<file path="src/rtl/sec_pkg.sv">
package sec_pkg;
  typedef enum logic [1:0] {
    ST_TRAIN = 2'd0,
    ST_SEED  = 2'd1,
    ST_RUN   = 2'd2
  } chk_state_t;

  localparam logic [1:0] MSK_ALL  = 2'b00;
  localparam logic [1:0] MSK_ODD  = 2'b01;
  localparam logic [1:0] MSK_EVEN = 2'b10;
endpackage

</file>
<file path="src/rtl/sec_mask_count.sv">
module sec_mask_count
  import sec_pkg::*;
#(
  parameter int SYM_W = 10,
  localparam int CW = $clog2(SYM_W + 1)
) (
  input  logic [SYM_W-1:0] rx,
  input  logic [SYM_W-1:0] ref_sym,
  input  logic [1:0]       mask_sel,
  output logic [CW-1:0]    nerr
);
  logic [SYM_W-1:0] keep;
  logic [SYM_W-1:0] miss;

  for (genvar i = 0; i < SYM_W; i++) begin : g_bit
    localparam bit IS_ODD = (i % 2) == 1;
    assign keep[i] = (mask_sel == MSK_ALL) ||
                     (IS_ODD  && mask_sel == MSK_ODD) ||
                     (!IS_ODD && mask_sel == MSK_EVEN);
  end

  assign miss = (rx ^ ref_sym) & keep;

  always_comb begin
    nerr = '0;
    for (int i = 0; i < SYM_W; i++) nerr = nerr + CW'(miss[i]);
  end
endmodule

</file>
<file path="config.mk">
export PLATFORM = sky130hd
export DESIGN_NAME = sec_mask_count
export DESIGN_NICKNAME = d
export VERILOG_FILES = /design/src/rtl/sec_pkg.sv /design/src/rtl/sec_mask_count.sv
export SDC_FILE = /design/constraint.sdc
export NUM_CORES = 1
export LEC_CHECK = 0
export ABC_AREA = 1
export BUFFER_PORTS_ARGS = -buffer_cell sky130_fd_sc_hd__buf_2
export CAP_MARGIN = 20
export CELL_PAD_IN_SITES_DETAIL_PLACEMENT = 0
export CELL_PAD_IN_SITES_GLOBAL_PLACEMENT = 2
export CORE_MARGIN = 2
export CORE_UTILIZATION = 22
export DETAILED_ROUTE_END_ITERATION = 10
export PLACE_DENSITY_LB_ADDON = 0.1
export SYNTH_ARGS = -nofsm -noshare
export SYNTH_HDL_FRONTEND = slang
export SYNTH_SLANG_ARGS = --single-unit
</file>
<file path="constraint.sdc">
create_clock -name vclk -period 3.86
set_input_delay 0.386 -clock vclk [all_inputs]
set_output_delay 0.386 -clock vclk [all_outputs]
set_load 0.01 [all_outputs]
</file>
; ---- After elaboration in Yosys (flattened, before gate mapping)
; Cells that the tools add are included.
[op_classes]
addsub = 9
mul = 0
n_div = 0
magnitude_cmp = 0
eq_ne = 2
shift = 0
n_mux = 0
n_bitwise = 2
reduce_logical = 3
[op_table]
columns = cell, count
row1 = 4-bit by 1-bit adder with 4-bit output, 8
row2 = 10-bit bitwise AND, 1
row3 = 10-bit bitwise XOR, 1
row4 = 1-bit by 1-bit adder with 2-bit output, 1
row5 = 2-bit by 1-bit equality test with 1-bit output (second input constant), 1
row6 = 2-bit equality test (second input constant), 1
row7 = 2-bit zero test, 1
row8 = 1-bit logical OR, 2
[totals]
reg_bits = 0
latch_bits = 0
mem_bits_rw = 0
mem_bits_ro = 0
inputBits = 22
out_inout_bits = 4
wordCells = 16
n_memories = 0

; ---- Longest topological paths before layout
[depth]
ltp_word = 12
depth_mapped = 12
depth_no_buf = 12

; ---- Worst setup path before layout
; OpenSTA, ideal clock, no wires.
[synth_path]
path_kind = in2out
from = input ref_sym[2]
to = output nerr[1]
t_arrival_ns = 3.190
required_time_ns = 3.474
slack_ns = 0.284
path_stages = 11
n_path_buf = 0
path_cell_list = nor2_1 nor2_2 fa_1 inv_1 fa_1 inv_1 fa_1 fa_1 inv_1 fa_1 inv_1
[synth_between]
elab_chain_cells = 10
[synth_lines]
columns = item, line_no
row1 = from (decl), sec_mask_count.sv:8  ; input logic [SYM_W-1:0] ref_sym,
row2 = 10-bit bitwise XOR, sec_mask_count.sv:22  ; assign miss = (rx ^ ref_sym) & keep;
row3 = 10-bit bitwise AND, sec_mask_count.sv:22
row4 = 4-bit by 1-bit adder with 4-bit output (8 in a row), sec_mask_count.sv:26  ; for (int i = 0; i < SYM_W; i++) nerr = nerr + CW'(miss[i]);
row5 = to (decl), sec_mask_count.sv:10  ; output logic [CW-1:0] nerr
; Every way passes these cells.

; ---- Worst setup path in the final report
[layout_path]
from = input ref_sym[2]
to = output nerr[2]
; Same word-level chain as after synthesis.

==> flow_metrics.py <==
metrics = {
    "yosys": {
        "synth_cell_types": 9,
        "ys.warnings.count": 0,
        "synth_fp_nets": 100,
        "synthSimpleGateAreaFrac": 0.434,
        "netlist_area_sq_um": 424,
        "muxShareOfSynthArea": 0,
        "synthTopCellsByArea": "fa_1 28%, nand2_1 19%, ha_1 15%, nor2_2 13%, inv_1 9.7%",
        "synth_compound_area_frac": 0,
        "synth_largest_area_cell": "fa_1",
        "synth-xor-area-share": 0.0206,
        "synthAdderAreaFrac": 0.431,
        "yosys.area.top_type_share": 0.283,
        "synth_top_family_by_area": "simple AND/OR/NAND/NOR gates",
        "syn_inst": 67,
        "yosysSeqAreaShare": 0,
        "avgSynthCellArea_sq_um": 6.33,
    },
    "cells_and_area": {
        "nets": 129,
        "antenna_cells": 0,
        "seq_area_sq_um": 0,
        "seq_cell_count": 0,
        "clock_buffers": 0,
        "syn_to_final_growth_pct": 41.6,
        "fillerInstances": 232,
        "drive_gt1_frac": 0.436,
    },
    "hold_path": {
        "hold_class": "in -> out",
        "whs_endpoint": "nerr[0]",
        "min-delay-start": "rx[6]",
        "hold_path_depth": 5,
    },
    "die": {
        "initial_utilization": 0.240,
        "core_sq_um": 1760,
        "dieArea_sq_um": 2300,
        "num_rows": 15,
        "die_x_microns": 47.9,
        "die_h_microns": 47.9,
        "boundaryPins": 26,
    },
    "power_and_ir_drop": {
        "powerDensity_nw_per_um2": 203,
        "ir_drop_mv": 0.0899,
        "p_leak_nw": 0.364,
    },
    "setup_path": {
        "start_kind": "primary input",
        "cp.arrival_ps": 3260,
        "crit_start": "ref_sym[2]",
        "crit_type": "in -> out",
        "crit_required_ps": 3470,
        "path_max_fanout": 2,
        "crit_path_end_kind": "output pin",
    },
    "global_routing": {
        "grt_max_degree": 6,
        "grt.total_usage": 0.0872,
        "grt_overflow": 0,
        "grt_pass1_vias": 413,
        "antenna_found_initial": 0,
        "grt_first_pass_wirelength_microns": 1510,
    },
    "timing": {
        "setup_violations": 0,
        "final_hold_viol_count": 0,
        "finalCriticalPeriod_ps": 3640,
        "min_period_over_period": 0.944,
        "tightest_slew_ps": 130,
        "max_slew_margin": 0.913,
        "hold_ws_ps": 1350,
        "fmax_ghz": 0.274,
        "tns_ps": 0,
        "rsz0062_at_grt": "no",
        "slew_violations": 0,
    },
    "drt": {
        "vias_per_cell": 3.66,
        "wl_per_cell_microns": 6.71,
        "wl_microns": 799,
        "drtIter0Drc": 3,
        "dr.pass1.iters": 4,
        "route.detailed.drc": 0,
        "antenna_left": 0,
        "vias": 436,
    },
    "place": {
        "gp_congestion": 0.639,
        "hpwl_microns": 786,
        "portBuffers": 26,
    },
    "status": {
        "status": "complete, no violations",
    },
    "run": {
        "drv_cap": 0,
    },
}
-- metrics by stage --
stage	utilization	power, mW	cells	setup slack [ps]	instance area [sq um]
2_1_floorplan	-	0.0844	67	284	424
6_report	0.340	0.122	119	216	601
4_1_cts	0.336	0.126	119	15.1	593
3_5_place_dp	0.336	0.126	119	17.7	593
3_3_place_gp	0.336	0.125	119	28.7	593
5_1_grt	0.340	0.147	119	57.4	601
-- what timing repair did --
item / 4_1_cts / 5_1_grt
resized for setup: 0 / 3
setup buffers: 0 / 0
hold buffers: 0 / 0
endpoints found under the setup margin: 0 / 2
-- layer usage --
layer	vias up	part of all wire	GRT usage
met1	174	0.45	0.138
met3	0	0.10	0
met2	14	0.44	0.141
met4	0	0	0
li1	248	-	-
met5	-	0	0
-- layout make-up --
type                            instances  area (sq um)  area share
Inverter                               13          48.8      0.0812
Multi-Input combinational cell         54           383       0.637
Tap cell                               25          31.3      0.0521
Timing Repair Buffer                   27           138       0.229
-- cell usage after synthesis --
cell type and instances:
ha_1 5, fa_1 6, xnor2_1 1, nand3_1 3, inv_1 11, inv_2 2, nor2_2 9, nand2_1 21
nor2_1 9
-- cell families (layout without fill, tap and decap cells) --
| group | count (synthesis) | in the layout |
|---|---|---|
| AND/OR/NAND/NOR | 42 | 42 |
| buffers and inverters | 13 | 40 |
| adder cells (fa/ha/maj) | 11 | 11 |
| XOR/XNOR | 1 | 1 |
-- layout by cell type, fill, tap and decap left out, drive strengths merged --
cell and instances:
buf 27, nand2 21, nor2 18, inv 13, fa 6, ha 5, nand3 3, xnor2 1
-- worst max path at each step --
stage / to / cells past startpoint
global placement: nerr[1] / 13
detailed placement: nerr[1] / 13
global route: nerr[2] / 13
floorplan: nerr[1] / 11
CTS: nerr[1] / 13
finish: nerr[2] / 13
-- where the power goes --
group | switching [mW] | total [mW] | internal (mW) | leakage, nW
registers | 0 | 0 | 0 | 0
logic | 0.0659 | 0.122 | 0.0562 | 0.364
clock network | 0 | 0 | 0 | 0
-- worst max-delay path, stage by stage --
cell	delay, ps
buf_2	110
nor2_2	100
nor2_2	60
fa_1	530
inv_1	50
fa_1	520
inv_1	50
fa_1	490
fa_2	200
inv_1	60
fa_1	430
xnor2_1	130
buf_2	140
No activity file was read; power rests on OpenSTA's default activity.
